--- src/rtl/ibrd_pkg.sv ---
package ibrd_pkg;

   localparam int unsigned CLASS_W = 4;
   localparam int unsigned INDEX_W = 8;

   // completer-error class and internal-target-abort index of the error message
   localparam logic [CLASS_W-1:0] CLS_COMPLETER = 4'h2;
   localparam logic [INDEX_W-1:0] IDX_INT_ABORT = 8'h81;

   typedef enum int unsigned {
      IRQ_TA  = 0,
      IRQ_MSG = 1,
      IRQ_NUM = 2
   } irq_pos_e;

   localparam int unsigned IRQ_W = IRQ_NUM;

endpackage

--- src/rtl/ibrd_err_track.sv ---
module ibrd_err_track #(
   parameter int unsigned BEAT_W = 4
) (
   input  logic              clk,
   input  logic              rst_n,
   input  logic              new_req_i,
   input  logic              drop_i,
   input  logic              hit_i,
   input  logic [BEAT_W-1:0] hit_idx_i,
   output logic              err_vld_o,
   output logic [BEAT_W-1:0] err_idx_o
);

   always_ff @(posedge clk or negedge rst_n) begin
      if (!rst_n) begin
         err_vld_o <= 1'b0;
         err_idx_o <= '0;
      end else if (new_req_i) begin
         // a beat in the start cycle already belongs to the new request
         err_vld_o <= hit_i;
         err_idx_o <= hit_i ? hit_idx_i : '0;
      end else if (drop_i) begin
         err_vld_o <= 1'b0;
      end else if (hit_i && !err_vld_o) begin
         err_vld_o <= 1'b1;
         err_idx_o <= hit_idx_i;
      end
   end

endmodule

--- src/rtl/ibrd_abort_gen.sv ---
module ibrd_abort_gen #(
   parameter int unsigned BEAT_W = 4
) (
   input  logic              clk,
   input  logic              rst_n,
   input  logic              new_req_i,
   input  logic              cmpl_done_i,
   input  logic              err_vld_i,
   input  logic [BEAT_W-1:0] err_idx_i,
   input  logic              ret_vld_i,
   input  logic [BEAT_W-1:0] ret_idx_i,
   output logic              ta_set_o,
   output logic              abort_o,
   output logic              flush_o
);

   logic aborted_q;
   logic hit_beat;

   assign hit_beat = ret_vld_i && err_vld_i && (ret_idx_i == err_idx_i) && !aborted_q;
   assign ta_set_o = hit_beat;

   always_ff @(posedge clk or negedge rst_n) begin
      if (!rst_n) begin
         aborted_q <= 1'b0;
         abort_o   <= 1'b0;
         flush_o   <= 1'b0;
      end else begin
         abort_o <= hit_beat;
         flush_o <= cmpl_done_i && aborted_q;
         if (new_req_i || cmpl_done_i) begin
            aborted_q <= 1'b0;
         end else if (hit_beat) begin
            aborted_q <= 1'b1;
         end
      end
   end

endmodule

--- src/rtl/ibrd_msg_gen.sv ---
module ibrd_msg_gen #(
   parameter int unsigned CLASS_W = 4,
   parameter int unsigned INDEX_W = 8,
   parameter logic [CLASS_W-1:0] MSG_CLASS = '0,
   parameter logic [INDEX_W-1:0] MSG_INDEX = '0
) (
   input  logic               clk,
   input  logic               rst_n,
   input  logic               err_i,
   input  logic               ack_i,
   output logic               init_o,
   output logic               req_o,
   output logic [CLASS_W-1:0] class_o,
   output logic [INDEX_W-1:0] index_o
);

   logic pend_q;

   assign init_o  = err_i && !pend_q;
   assign req_o   = pend_q;
   assign class_o = pend_q ? MSG_CLASS : '0;
   assign index_o = pend_q ? MSG_INDEX : '0;

   always_ff @(posedge clk or negedge rst_n) begin
      if (!rst_n) begin
         pend_q <= 1'b0;
      end else if (init_o) begin
         pend_q <= 1'b1;
      end else if (ack_i) begin
         pend_q <= 1'b0;
      end
   end

endmodule

--- src/rtl/ibrd_w1c_reg.sv ---
module ibrd_w1c_reg #(
   parameter int unsigned WIDTH = 8
) (
   input  logic             clk,
   input  logic             rst_n,
   input  logic [WIDTH-1:0] set_i,
   input  logic [WIDTH-1:0] clr_i,
   output logic [WIDTH-1:0] q_o
);

   for (genvar b = 0; b < WIDTH; b++) begin : g_bit
      always_ff @(posedge clk or negedge rst_n) begin
         if (!rst_n) begin
            q_o[b] <= 1'b0;
         end else begin
            // set has priority over a clear in the same cycle
            q_o[b] <= set_i[b] | (q_o[b] & ~clr_i[b]);
         end
      end
   end

endmodule

--- src/rtl/ibrd_err_resp.sv ---
module ibrd_err_resp
   import ibrd_pkg::*;
#(
   parameter int unsigned BEAT_W = 4,
   parameter int unsigned STAT_W = 16,
   parameter int unsigned TA_BIT = 11
) (
   input  logic                clk,
   input  logic                rst_n,
   input  logic                split_mode_i,
   input  logic                req_start_i,
   input  logic                ib_vld_i,
   input  logic [BEAT_W-1:0]   ib_idx_i,
   input  logic                ib_perr_i,
   input  logic                ret_vld_i,
   input  logic [BEAT_W-1:0]   ret_idx_i,
   input  logic                cmpl_done_i,
   input  logic                msg_ack_i,
   input  logic                mask_ta_i,
   input  logic                mask_msg_i,
   input  logic [STAT_W-1:0]   stat_w1c_i,
   input  logic [IRQ_W-1:0]    irq_w1c_i,
   output logic                abort_o,
   output logic                flush_o,
   output logic                msg_req_o,
   output logic [CLASS_W-1:0]  msg_class_o,
   output logic [INDEX_W-1:0]  msg_index_o,
   output logic [STAT_W-1:0]   status_o,
   output logic [IRQ_W-1:0]    irq_stat_o
);

   localparam int unsigned IRQ_TA_POS  = int'(IRQ_TA);
   localparam int unsigned IRQ_MSG_POS = int'(IRQ_MSG);

   if (BEAT_W < 1) begin : g_bad_beat_w
      $error("BEAT_W must be at least 1");
   end
   if (TA_BIT >= STAT_W) begin : g_bad_ta_bit
      $error("TA_BIT must lie inside the status register");
   end

   logic bad_beat;
   logic conv_hit;
   logic split_hit;
   logic err_vld;
   logic [BEAT_W-1:0] err_idx;
   logic ta_set;
   logic msg_init;
   logic [STAT_W-1:0] stat_set;
   logic [IRQ_W-1:0]  irq_set;

   assign bad_beat  = ib_vld_i && ib_perr_i;
   assign conv_hit  = bad_beat && !split_mode_i;
   assign split_hit = bad_beat && split_mode_i;

   ibrd_err_track #(.BEAT_W(BEAT_W)) trk_i (
      .clk       (clk),
      .rst_n     (rst_n),
      .new_req_i (req_start_i),
      .drop_i    (cmpl_done_i),
      .hit_i     (conv_hit),
      .hit_idx_i (ib_idx_i),
      .err_vld_o (err_vld),
      .err_idx_o (err_idx)
   );

   ibrd_abort_gen #(.BEAT_W(BEAT_W)) abt_i (
      .clk         (clk),
      .rst_n       (rst_n),
      .new_req_i   (req_start_i),
      .cmpl_done_i (cmpl_done_i),
      .err_vld_i   (err_vld),
      .err_idx_i   (err_idx),
      .ret_vld_i   (ret_vld_i),
      .ret_idx_i   (ret_idx_i),
      .ta_set_o    (ta_set),
      .abort_o     (abort_o),
      .flush_o     (flush_o)
   );

   ibrd_msg_gen #(
      .CLASS_W   (CLASS_W),
      .INDEX_W   (INDEX_W),
      .MSG_CLASS (CLS_COMPLETER),
      .MSG_INDEX (IDX_INT_ABORT)
   ) msg_i (
      .clk     (clk),
      .rst_n   (rst_n),
      .err_i   (split_hit),
      .ack_i   (msg_ack_i),
      .init_o  (msg_init),
      .req_o   (msg_req_o),
      .class_o (msg_class_o),
      .index_o (msg_index_o)
   );

   for (genvar s = 0; s < STAT_W; s++) begin : g_stat_set
      if (s == TA_BIT) begin : g_ta
         assign stat_set[s] = ta_set;
      end else begin : g_other
         assign stat_set[s] = 1'b0;
      end
   end

   always_comb begin
      irq_set              = '0;
      irq_set[IRQ_TA_POS]  = ta_set && !mask_ta_i;
      irq_set[IRQ_MSG_POS] = msg_init && !mask_msg_i;
   end

   ibrd_w1c_reg #(.WIDTH(STAT_W)) stat_i (
      .clk   (clk),
      .rst_n (rst_n),
      .set_i (stat_set),
      .clr_i (stat_w1c_i),
      .q_o   (status_o)
   );

   ibrd_w1c_reg #(.WIDTH(IRQ_W)) irq_i (
      .clk   (clk),
      .rst_n (rst_n),
      .set_i (irq_set),
      .clr_i (irq_w1c_i),
      .q_o   (irq_stat_o)
   );

endmodule

--- config.mk ---
export PLATFORM = sky130hd
export DESIGN_NAME = ibrd_err_resp
export DESIGN_NICKNAME = d
export VERILOG_FILES = /design/src/rtl/ibrd_pkg.sv /design/src/rtl/ibrd_err_track.sv /design/src/rtl/ibrd_abort_gen.sv /design/src/rtl/ibrd_msg_gen.sv /design/src/rtl/ibrd_w1c_reg.sv /design/src/rtl/ibrd_err_resp.sv
export SDC_FILE = /design/constraint.sdc
export NUM_CORES = 1
export LEC_CHECK = 0
export BUFFER_PORTS_ARGS = -buffer_cell sky130_fd_sc_hd__buf_2
export CAP_MARGIN = 10
export CORE_MARGIN = 3
export CORE_UTILIZATION = 44
export CTS_CLUSTER_SIZE = 40
export DETAILED_ROUTE_END_ITERATION = 8
export PLACE_DENSITY = 0.89
export SLEW_MARGIN = 20
export SYNTH_ARGS = -nofsm -noshare
export SYNTH_HDL_FRONTEND = slang
export SYNTH_SLANG_ARGS = --single-unit
--- constraint.sdc ---
create_clock -name clk -period 1.8 [get_ports clk]
set_input_delay 0.36 -clock clk [delete_from_list [all_inputs] [get_ports clk]]
set_output_delay 0.36 -clock clk [all_outputs]
set_load 0.01 [all_outputs]
* Yosys cells after proc, flatten, opt, wreduce, memory -nomap -nowiden *
Cells that the tools add are included.

word-level totals
  input bits = 37
  output and inout port bits = 33
  bits in registers = 27

operators by class
  reductions and logical operators = 23
  bitwise operators = 39
  eq/ne operators = 2
  mux-type cells = 13

operator list
  cell                                          number
  AND 1 bit                                     18
  NOT 1 bit                                     18
  2-to-1 mux 4 bit                              4
  logical AND 1 bit                             11
  2-to-1 mux 8 bit                              1
  2-to-1 mux 1 bit                              7
  zero test 1 bit                               6
  nonzero test 2 bit                            3
  equality test 4 bit                           1
  OR 1 bit                                      3
  nonzero test 3 bit                            1
  2-to-1 mux 2 bit                              1
  inequality test 2 bit, second input constant  1
  AND reduction 2 bit                           1
  logical OR 1 bit                              1

* Depth between registers and ports, before layout *
Gate-level depths: netlist (run 1).

  word-level depth = 6
  gate-level depth with buffers = 3

* Hierarchy *
From an unflattened synthesis (run 1), not the netlist that was laid out.

second synthesis, totals
  cells, all modules = 113
  area total of the unflattened synthesis = 1212.4 µm²

modules (own cells, without submodules)
  module                 times used  cells an instance  area an instance (µm²)  seq. area each (µm²)
  ibrd_w1c_reg (stat_i)  1           48                 580.6                   400.4
  ibrd_err_track         1           22                 237.7                   125.1
  ibrd_abort_gen         1           15                 155.1                   75.1
  ibrd_msg_gen           1           17                 133.9                   25.0
  ibrd_w1c_reg (irq_i)   1           6                  72.6                    50.0
  ibrd_err_resp          1           5                  32.5                    0.0

* Worst setup path after synthesis (run 1) *
No wires, ideal clock.

  path type = input to register
  start = in split_mode_i
  end = reg trk_i.err_idx_o[3]
  library setup time = 0.121 ns
  path buffers = 0
  cell stages on the path = 3
  required time = 1.679 ns
  arrival = 0.911 ns
  setup slack = 0.768 ns
  path through = and3b_2 a21oi_2 a22o_2

between the ends
  cells in the longest elaborated chain, start to end = 5
  elaborated cells on any way between the ends = 7
  those cells by class = 2 x mux; 5 x reduce/logical

ends and longest elaborated chain
  what                           line                  RTL
  from (decl)                    ibrd_err_resp.sv:10   input logic split_mode_i,
  zero test 1 bit (*)            ibrd_err_resp.sv:53   assign conv_hit = bad_beat && !split_mode_i;
  logical AND 1 bit (*)          ibrd_err_resp.sv:53
  logical AND 1 bit              ibrd_err_track.sv:24  end else if (hit_i && !err_vld_o) begin
  nonzero test 2 bit (no line)   --
  AND reduction 2 bit (no line)  --
  to (signal assigned)           ibrd_err_track.sv:21  err_idx_o <= hit_i ? hit_idx_i : '0;
  to (signal assigned)           ibrd_err_track.sv:26  err_idx_o <= hit_idx_i;
  to (decl)                      ibrd_err_track.sv:11  output logic [BEAT_W-1:0] err_idx_o

Every way passes the cells marked *; elsewhere a longest branch is shown, timed or not.
A chain may end at the register's enable or synchronous reset.

* Worst setup path in the final report (run 1) *
  start = reg msg_i.pend_q, in the netlist msg_i.req_o
  end = out msg_index_o[0]

between the ends
  cells in the longest elaborated chain, start to end = 1

ends and longest elaborated chain
  what                    line                 RTL
  from (decl)             ibrd_msg_gen.sv:17   logic pend_q;
  from (signal assigned)  ibrd_msg_gen.sv:26   pend_q <= 1'b0;
  from (signal assigned)  ibrd_msg_gen.sv:28   pend_q <= 1'b1;
  from (signal assigned)  ibrd_msg_gen.sv:30   pend_q <= 1'b0;
  2-to-1 mux 8 bit        ibrd_msg_gen.sv:22   assign index_o = pend_q ? MSG_INDEX : '0;
  to (decl)               ibrd_err_resp.sv:27  output logic [INDEX_W-1:0] msg_index_o,

No other way between the ends.

==> flow_summary.yaml, run 1 <==
cts:
  cts_root_buf: "clkbuf_4"
  tritoncts.num_buffers: 3
  clk-insertion-delay-late_ns: 0.31
  clock_sink_count: 27
  post_cts_setup_bufs: 0
  postCtsHoldBufs: 0
  cts.htree.levels: 1
  clock_input_transition_at_the_sequential_cells_of_the_worst_setup_and_hold_paths_ns: 0.14
  cts-root-to-sink-buffers: 2
  post_cts_resized: 0
  cts_tree: "built"
floorplan:
  coreArea_mm2: 0.00228
  fp-row-count: 17
  initial_core_util: 0.476
  die_x_um: 55.6
  die_height_um: 55.6
  ios: 70
  die_area_mm2: 0.00309
sta:
  rsz0062_at_grt: "no"
  period_minus_slack_ns: 1.26
  final.period_utilization: 0.698
  whs_ns: 0.0194
  fmaxAchievable_ghz: 0.795
  hold_violations: 0
  setup_viol: 0
  finalClockSkew_ns: 0.00626
  worst_rel_slew_slack: 0.618
  worst-slew-pin-transition_ns: 0.574
  totalNegativeSetupSlack_ns: 0
  max_slew_violation_count: 0
place:
  dp_cells: 173
  dpl_cell_area_mm2: 0.00136
  gp_routability_congestion: 0.702
  buffers_on_ports: 60
  dp_hpwl_um: 1850
final_layout:
  mostFrequentLayoutCell: "buf_2"
  stdcell_area_mm2: 0.00139
  mostFrequentLayoutCells: "buf_2, dfrtp_1, nor2b_1"
  final_instance_count_excl_fillers: 177
  final_net_count: 187
  multi_input_area_um2: 329
  num-fill-cells: 213
  antenna-diode-count: 0
  drive_above_1_share: 0.450
  area_growth_pct: 27.8
  register_area_um2: 676
drt:
  drt_first_pass_iters: 3
  wl_per_cell_um: 12.4
  remaining_drc_errors: 0
  detail-route-antenna-nets: 0
  drt-initial-drc-count: 7
  vias: 830
  post_drt_via_cell_ratio: 4.69
  detail_route.wirelength_um: 2190
setup_path:
  critical-path-slowest-cell: "dfrtp_1"
  worstSetupPathType: "flip-flop to output port"
  critical_path_cell_sequence: "buf_2"
  crit_path_start_kind: "flip-flop"
  cp-end-kind: "output port"
  path_max_fanout: 5
  critPathArrivalTime_ns: 0.90
  critical_path_required_ns: 1.44
  cp_num_buf_inv: 1
  critPathTopFamily: "flip-flops"
  timing.critical_path.slowest_cell_delay_ns: 0.43
grt:
  grt.total_usage: 0.154
  number_of_global_route_vias_before_repair: 944
  antenna_violations_before_repair: 0
  grt_overflow: 0
  grt_start_max_net_pins: 28
  grt_first_pass_wirelength_um: 3770
yosys:
  synth_seq_cells: 27
  yosysUniqueCellTypes: 21
  syn_area_mm2: 0.00108
  yosys_synthesis_warning_count: 0
  synthCells: 89
  syn_avg_cell_area_um2: 12.2
  seq_area_frac_synth: 0.624
run_status:
  outcome: "complete, no violations"
pwr:
  power_density_mw_per_mm2: 708
  peakVddDrop_uv: 539
  p_leak_nw: 0.790
run:
  cap_violations: 0
worst_hold_path:
  min-delay-path-class: "input port to async pin"
[per-layer routing]
layer,routed length (um),track usage,vias to the layer above
li1,-,-,391
met5,0,0,-
met4,34,0.0729,0
met1,793,0.163,387
met2,1130,0.275,48
met3,229,0.0487,4
[logic make-up after synthesis]
logic type / share of synthesized area
buf+inv: 0.100
compound gates: 0.0935
xor+xnor: 0.0323
simple gates: 0.147
flops: 0.624
other cells: 0.00346
[cell usage after synthesis]
master	instances	area, um^2
inv_1	5	18.8
and2_1	1	6.26
o21a_1	1	7.51
nand3_1	2	10.0
a22o_1	3	26.3
conb_1	1	3.75
a21oi_1	2	10.0
o32ai_2	1	16.3
nor2b_1	15	93.8
a21oi_2	1	8.76
nand4_1	3	18.8
xnor2_1	4	35.0
o21ai_0	2	10.0
dfrtp_1	27	676
buf_4	12	90.1
a22o_2	1	10.0
nand2_1	1	3.75
o22ai_1	2	12.5
and3b_2	1	10.0
nor2_1	3	11.3
nor3_1	1	5.00
[report_power, final]
group | internal, mW | switching (mW) | total, mW | leakage [nW]
logic | 0.0496 | 0.0592 | 0.109 | 0.400
clock network | 0.0865 | 0.161 | 0.247 | 0.0150
registers | 0.616 | 0.00843 | 0.624 | 0.374
[state kept, by name (all words and copies together), names as in the netlist]
name             cells
abt_i.flush_o        1
irq_i.q_o            2
trk_i.err_vld_o      1
trk_i.err_idx_o      4
abt_i.aborted_q      1
msg_i.req_o          1
stat_i.q_o          16
abt_i.abort_o        1
[final cells by class]
class                      instances  area share
clock buffer                       4      0.0190
sequential                        27       0.488
timing repair buffer              60       0.217
multi-input combinational         53       0.238
inverter                           5      0.0136
tap                               28      0.0253
[worst paths after layout]
path | startpoint | endpoint | slack, ns | cells after the start
min | rst_n | trk_i.err_idx_o[2] | 0.02 | 1
max reg2reg | trk_i.err_vld_o | trk_i.err_idx_o[3] | 0.66 | 3
max in group asynchronous | rst_n | stat_i.q_o[15] | 1.40 | 1
max | msg_i.req_o | msg_index_o[0] | 0.54 | 1
min reg2reg | stat_i.q_o[5] | stat_i.q_o[5] | 0.51 | 1
min in group clk | stat_w1c_i[5] | stat_i.q_o[5] | 0.17 | 2
[stage by stage]
step | worst slack, ns | power [mW] | util
2_1_floorplan | 0.768 | 0.698 | -
3_3_place_gp | 0.647 | 0.739 | 0.597
3_5_place_dp | 0.594 | 0.746 | 0.597
4_1_cts | 0.522 | 0.998 | 0.609
5_1_grt | 0.482 | 1.03 | 0.609
6_report | 0.543 | 0.980 | 0.609
(Power assumes the default switching activity.)
==> run 2, diff against run 1 <==
--- a/config.mk
+++ b/config.mk
@@ -5,13 +5,14 @@
 export SDC_FILE = /design/constraint.sdc
 export NUM_CORES = 1
 export LEC_CHECK = 0
+export ABC_AREA = 1
 export BUFFER_PORTS_ARGS = -buffer_cell sky130_fd_sc_hd__buf_2
 export CAP_MARGIN = 10
 export CORE_MARGIN = 3
-export CORE_UTILIZATION = 44
+export CORE_UTILIZATION = 38
 export CTS_CLUSTER_SIZE = 40
 export DETAILED_ROUTE_END_ITERATION = 8
-export PLACE_DENSITY = 0.89
+export PLACE_DENSITY = 0.8
 export SLEW_MARGIN = 20
 export SYNTH_ARGS = -nofsm -noshare
 export SYNTH_HDL_FRONTEND = slang
==> constraint.sdc (replaced) <==
create_clock -name clk -period 1.1 [get_ports clk]
set_input_delay 0.22 -clock clk [delete_from_list [all_inputs] [get_ports clk]]
set_output_delay 0.22 -clock clk [all_outputs]
set_load 0.01 [all_outputs]
==> run 2 against run 1 <==
Net effect: the flow now finishes with violations (setup timing); clock power grew 59%; setup slack lost 0.55 ns; power grew 65%; die area grew 23%; register-to-register slack lost 0.54 ns; sequential power grew 63%; non-clock buffer count grew 8; combinational power grew 94%; count of clock-buffer cells in the layout is the same; critical endpoint is now msg_class_o[1]; largest power group unchanged.
==> flow_summary.yaml, run 2 <==
run_status:
  outcome: "finished, violations left"
  failed_checks: "setup timing"
floorplan:
  initial_core_util: 0.412
  fp-row-count: 19
  die_area_mm2: 0.00380
  ios: 70
  die_height_um: 61.6
  die_x_um: 61.6
  coreArea_mm2: 0.00285
drt:
  drt_first_pass_iters: 4
  drt-initial-drc-count: 19
  detail-route-antenna-nets: 0
  vias: 956
  detail_route.wirelength_um: 2400
  post_drt_via_cell_ratio: 4.21
  remaining_drc_errors: 0
  wl_per_cell_um: 10.6
final_layout:
  antenna-diode-count: 0
  stdcell_area_mm2: 0.00156
  largest_register_ff_count: 16
  register_name_with_the_most_flops: "stat_i.q_o"
  area_growth_pct: 32.4
  num-fill-cells: 277
  drive_above_1_share: 0.423
  mostFrequentLayoutCells: "buf_2, inv_1, dfrtp_1"
  mostFrequentLayoutCell: "buf_2"
  final_net_count: 234
  regs_by_ff_count: "stat_i.q_o x16, trk_i.err_idx_o x4, irq_i.q_o x2"
yosys:
  synthAdderAreaFrac: 0
  synth_mux_area_frac: 0
  yosys.cell_count.top_type: "inv_1"
  syn_avg_cell_area_um2: 9.18
  seq_area_frac_synth: 0.575
  synth_seq_cells: 27
  synth.top_cells.by_count: "inv_1, dfrtp_1, nand2_1"
  synth_top_family_by_area: "buffers and inverters"
  yosys.area_share.simple: 0.179
  synth-edff-count: 0
  synthCells: 128
  most_area_hungry_cell_type_in_the_yosys_netlist: "dfrtp_1"
  yosys_synthesis_warning_count: 0
  yosysUniqueCellTypes: 19
  postSynth.asyncResetShare: 1.00
  leading_post_synthesis_cells_by_cell_area: "dfrtp_1, inv_1, buf_4"
  synth_top_area_frac: 0.575
  compound_cell_area_share_of_the_yosys_netlist: 0.0607
  yosys.area_share.xor_xnor: 0
  syn_area_mm2: 0.00117
  synthFlopType: "dfrtp_1"
place:
  gp_routability_congestion: 0.695
  dpl_cell_area_mm2: 0.00148
  dp_hpwl_um: 1910
  buffers_on_ports: 60
cts:
  clk-insertion-delay-late_ns: 0.30
  cts_tree: "built"
  tritoncts.num_buffers: 3
  clock_input_transition_at_the_sequential_cells_of_the_worst_setup_and_hold_paths_ns: 0.13
  cts_root_buf: "clkbuf_4"
  cts-root-to-sink-buffers: 2
  cts.htree.levels: 1
  clock_sink_count: 27
pwr:
  p_leak_nw: 0.919
  comb_power_share: 0.130
  peakVddDrop_uv: 370
  p_int_mw: 1.24
  net-switching-power_mw: 0.378
  share_seq_of_total_power: 0.628
  clkPwrFrac: 0.242
  p_sw_frac: 0.233
  power_density_mw_per_mm2: 1040
sta:
  totalNegativeSetupSlack_ns: -0.00798
  finalClockSkew_ns: 0.00171
  hold_violations: 0
  period_minus_slack_ns: 1.10
  rsz0062_at_grt: "yes"
  setup_slack_ns: -0.00237
  max_slew_violation_count: 0
  setup_viol: 4
  final.period_utilization: 1.00
  fmaxAchievable_ghz: 0.907
grt:
  antenna_violations_before_repair: 0
  grt_overflow: 0
  grt_first_pass_wirelength_um: 3680
  number_of_global_route_vias_before_repair: 918
  grt_busiest_layer: "met2"
  groute.layer.met3.usage: 0.0440
  use_met2: 0.241
  met1_usage: 0.134
  grt.total_usage: 0.131
  grt_start_max_net_pins: 28
setup_path:
  critical_path_required_ns: 0.88
  cp_num_buf_inv: 1
  timing.critical_path.slowest_cell_delay_ns: 0.43
  crit_path_start_kind: "flip-flop"
  cp-end-kind: "output port"
  path_max_fanout: 5
  critical_path_cell_sequence: "buf_2"
  critPathArrivalTime_ns: 0.88
  critical-path-slowest-cell: "dfrtp_1"
  worstSetupPathType: "flip-flop to output port"
  critPathTopFamily: "flip-flops"
worst_hold_path:
  min-delay-path-class: "input port to flip-flop"
run:
  cap_violations: 0
-- run 2: cell types whose count changed after synthesis, sizes merged, moves of 2 or more --
cell / change
a21oi: -2
inv: +28
nand2: +16
nor2b: -15
nor2: +15
xnor2: -4
nand3: +4
o21ai: +7
a22o: -4
-- run 2: layout make-up --
cell class | count | area, um^2 | share of cell area
sequential | 27 | 676 | 0.434
timing repair buffer | 68 | 375 | 0.241
clock buffer | 4 | 26.3 | 0.0169
tap | 31 | 38.8 | 0.0249
inverter | 33 | 124 | 0.0796
multi-input combinational | 64 | 315 | 0.203
-- run 2: worst paths after layout --
| check | endpoint | startpoint | cells after the start | slack, ns |
|---|---|---|---|---|
| min in group asynchronous | stat_i.q_o[6] | rst_n | 3 | 0.41 |
| setup / recovery | msg_class_o[1] | msg_i.req_o | 1 | -0.002 |
| max in group asynchronous | stat_i.q_o[4] | rst_n | 3 | 0.44 |
| hold / removal | stat_i.q_o[9] | stat_w1c_i[9] | 2 | 0.04 |
| hold reg to reg | abt_i.flush_o | abt_i.aborted_q | 2 | 0.49 |
| setup reg to reg | abt_i.aborted_q | trk_i.err_vld_o | 6 | 0.12 |
-- run 2: cell families after synthesis --
logic type,Yosys count
buf+inv,45
simple gates,44
flops,27
compound gates,11
other cells,1
-- run 2: per-stage QoR --
| step | hold WS (ns) | setup WS, ns | utilization | power [mW] | cells |
|---|---|---|---|---|---|
| floorplan | -0.0756 | 0.179 | - | 1.15 | 136 |
| global placement | 0.228 | 0.190 | 0.518 | 1.23 | 218 |
| detailed placement | 0.225 | 0.158 | 0.518 | 1.24 | 218 |
| CTS | 0.0289 | -0.0190 | 0.533 | 1.64 | 224 |
| global route | 0.0165 | -0.0631 | 0.545 | 1.72 | 227 |
| finish | 0.0398 | -0.00237 | 0.545 | 1.62 | 227 |
-- run 2: power groups by stage --
stage	logic (mW)	registers, mW	clock network (mW)
floorplan	0.115	1.04	0
global placement	0.197	1.03	0
detailed placement	0.200	1.04	0
CTS	0.210	1.02	0.412
global route	0.239	1.02	0.455
finish	0.211	1.02	0.393
-- run 2: what timing repair did --
item                                   4_1_cts  5_1_grt
cloned                                       0        0
hold buffers                                 1        0
pin swaps                                    0        0
setup buffers                                1        3
gates resized for setup                      0        2
endpoints found under the hold margin       27        0
setup endpoints to repair                    4       21
-- run 2: routing by layer --
layer / vias up / wire (um) / share of wire
li1: 490 / - / -
met3: 4 / 220 / 0.092
met2: 41 / 1180 / 0.49
met1: 421 / 969 / 0.40
met4: 0 / 29 / 0.012
met5: - / 0 / 0
==> run 3, diff against run 2 <==
--- a/config.mk
+++ b/config.mk
@@ -5,11 +5,10 @@
 export SDC_FILE = /design/constraint.sdc
 export NUM_CORES = 1
 export LEC_CHECK = 0
-export ABC_AREA = 1
 export BUFFER_PORTS_ARGS = -buffer_cell sky130_fd_sc_hd__buf_2
 export CAP_MARGIN = 10
 export CORE_MARGIN = 3
-export CORE_UTILIZATION = 38
+export CORE_UTILIZATION = 37
 export CTS_CLUSTER_SIZE = 40
 export DETAILED_ROUTE_END_ITERATION = 8
 export PLACE_DENSITY = 0.8
==> run 3 against run 2 <==
Net effect: wire length rose by 2.0%; die area decreased by 4.8%; power grew 1.8%; worst hold slack got worse by 0.015 ns; highest routed layer unchanged; the flow still finishes with violations (setup timing); sequential cell count unchanged; sequential power barely moved; global-route usage grew 1.3 points; register-to-register slack got worse by 0.18 ns; clock skew rose by 0.0079 ns.
==> flow_summary.yaml, run 3 (synthesized netlist as in run 1, its figures left out) <==
run_status:
  outcome: "finished, violations left"
  failed_checks: "setup timing"
floorplan:
  coreArea_mm2: 0.00264
  die_height_um: 60.1
  die_x_um: 60.1
  fp-row-count: 18
  die_area_mm2: 0.00361
  initial_core_util: 0.411
  ios: 70
drt:
  drt_first_pass_iters: 4
  met2RoutedLength_um: 1260
  detail_route.wirelength_um: 2450
  drt-met1-wl_um: 879
  vias: 885
  post_drt_via_cell_ratio: 4.76
  drt-initial-drc-count: 12
  remaining_drc_errors: 0
  route.top_layer_used: "met4"
  wl_per_cell_um: 13.2
  wl_met3_um: 256
  detail-route-antenna-nets: 0
place:
  buffers_on_ports: 60
  post-place-ws_ns: 0.00187
  dp_cells: 177
  dp_hpwl_um: 1840
  gp_routability_congestion: 0.681
cts:
  clock_sink_count: 27
  cts_tree: "built"
  clk-insertion-delay-late_ns: 0.32
  cts_root_buf: "clkbuf_4"
  tritoncts.num_buffers: 3
  clock_input_transition_at_the_sequential_cells_of_the_worst_setup_and_hold_paths_ns: 0.14
  cts-root-to-sink-buffers: 2
  cts.htree.levels: 1
sta:
  hold_violations: 0
  final.period_utilization: 1.06
  fmaxAchievable_ghz: 0.861
  setup_viol: 6
  finalClockSkew_ns: 0.00961
  setup_slack_ns: -0.0620
  max_slew_violation_count: 0
  period_minus_slack_ns: 1.16
  rsz0062_at_grt: "yes"
  totalNegativeSetupSlack_ns: -0.175
setup_path:
  cp_num_buf_inv: 0
  worstSetupPathType: "flip-flop to flip-flop"
  crit_path_start_kind: "flip-flop"
  critical_path_cell_sequence: "xnor2_1 -> nand3_2 -> o32ai_2"
  timing.critical_path.slowest_cell_delay_ns: 0.42
  path_max_fanout: 4
  critical-path-slowest-cell: "dfrtp_1"
  critical_path_required_ns: 1.34
  critPathTopFamily: "flip-flops"
  critPathArrivalTime_ns: 1.40
  cp-end-kind: "flip-flop"
grt:
  grt.total_usage: 0.145
  grt_overflow: 0
  grt_start_max_net_pins: 16
  antenna_violations_before_repair: 0
  grt_first_pass_wirelength_um: 3860
  number_of_global_route_vias_before_repair: 928
final_layout:
  area_growth_pct: 37.3
  final_instance_count_excl_fillers: 186
  mostFrequentLayoutCells: "buf_2, dfrtp_1, nor2b_1"
  regs_by_ff_count: "stat_i.q_o x16, trk_i.err_idx_o x4, irq_i.q_o x2"
  mostFrequentLayoutCell: "buf_2"
  num-fill-cells: 232
  drive_above_1_share: 0.500
  antenna-diode-count: 0
  final_net_count: 194
  register_name_with_the_most_flops: "stat_i.q_o"
  largest_register_ff_count: 16
pwr:
  power_density_mw_per_mm2: 1110
  peakVddDrop_uv: 709
  p_leak_nw: 0.842
worst_hold_path:
  min-delay-path-class: "input port to flip-flop"
run:
  cap_violations: 0
run 3: changes by cell type in the layout (fill, tap and decap cells not counted), moves of 4 or more:
cell	before	now
inv_1	31	5
nor2b_1	0	15
o21ai_1	5	0
nand3_1	4	0
nor2_1	15	3
nand2_1	16	1
run 3: layout make-up:
type,count,area (um^2),share of cell area
clock buffer,4,26.3,0.0177
multi-input combinational,53,362,0.243
inverter,5,18.8,0.0126
tap,30,37.5,0.0252
timing repair buffer,67,368,0.247
sequential,27,676,0.454
run 3: through the flow:
step                total power [mW]  instance area (um^2)  hold WS [ns]  utilization
floorplan                       1.14                  1110       -0.0756            -
global placement                1.22                  1380         0.138        0.522
detailed placement              1.23                  1380         0.145        0.522
CTS                             1.66                  1440        0.0184        0.545
global route                    1.74                  1490       0.00435        0.565
finish                          1.65                  1490        0.0252        0.565
run 3: repair_timing:
action,CTS,global route
buffers inserted,2,2
hold buffers,1,0
endpoints found under the hold margin,14,0
gates resized for setup,1,6
pin swaps,3,6
endpoints found under the setup margin,6,26
run 3: worst register-to-register path, cell delays in order, from the launching register on:
cell and delay, ns:
dfrtp_1 0.42, xnor2_1 0.23, nand3_2 0.16, o32ai_2 0.27
run 3: final timing paths:
| kind | to | depth (start not counted) | start | slack, ns |
|---|---|---|---|---|
| min reg2reg | stat_i.q_o[2] | 1 | stat_i.q_o[2] | 0.51 |
| max in group asynchronous | stat_i.q_o[4] | 3 | rst_n | 0.28 |
| min in group asynchronous | trk_i.err_idx_o[3] | 2 | rst_n | 0.31 |
| max reg2reg | stat_i.q_o[11] | 3 | trk_i.err_idx_o[2] | -0.06 |
| max | stat_i.q_o[11] | 3 | trk_i.err_idx_o[2] | -0.06 |
| min | stat_i.q_o[13] | 2 | stat_w1c_i[13] | 0.03 |
run 3: report_power, final:
group | switching [mW] | total [mW] | leakage [nW] | internal, mW
logic | 0.112 | 0.214 | 0.453 | 0.102
clock network | 0.274 | 0.415 | 0.0150 | 0.142
registers | 0.0133 | 1.02 | 0.374 | 1.01
total | 0.399 | 1.65 | 0.842 | 1.25
run 3: metal layers:
layer,up-vias,GRT usage
met3,6,0.0367
li1,404,-
met5,-,0
met2,56,0.261
met1,419,0.151
met4,0,0.0791
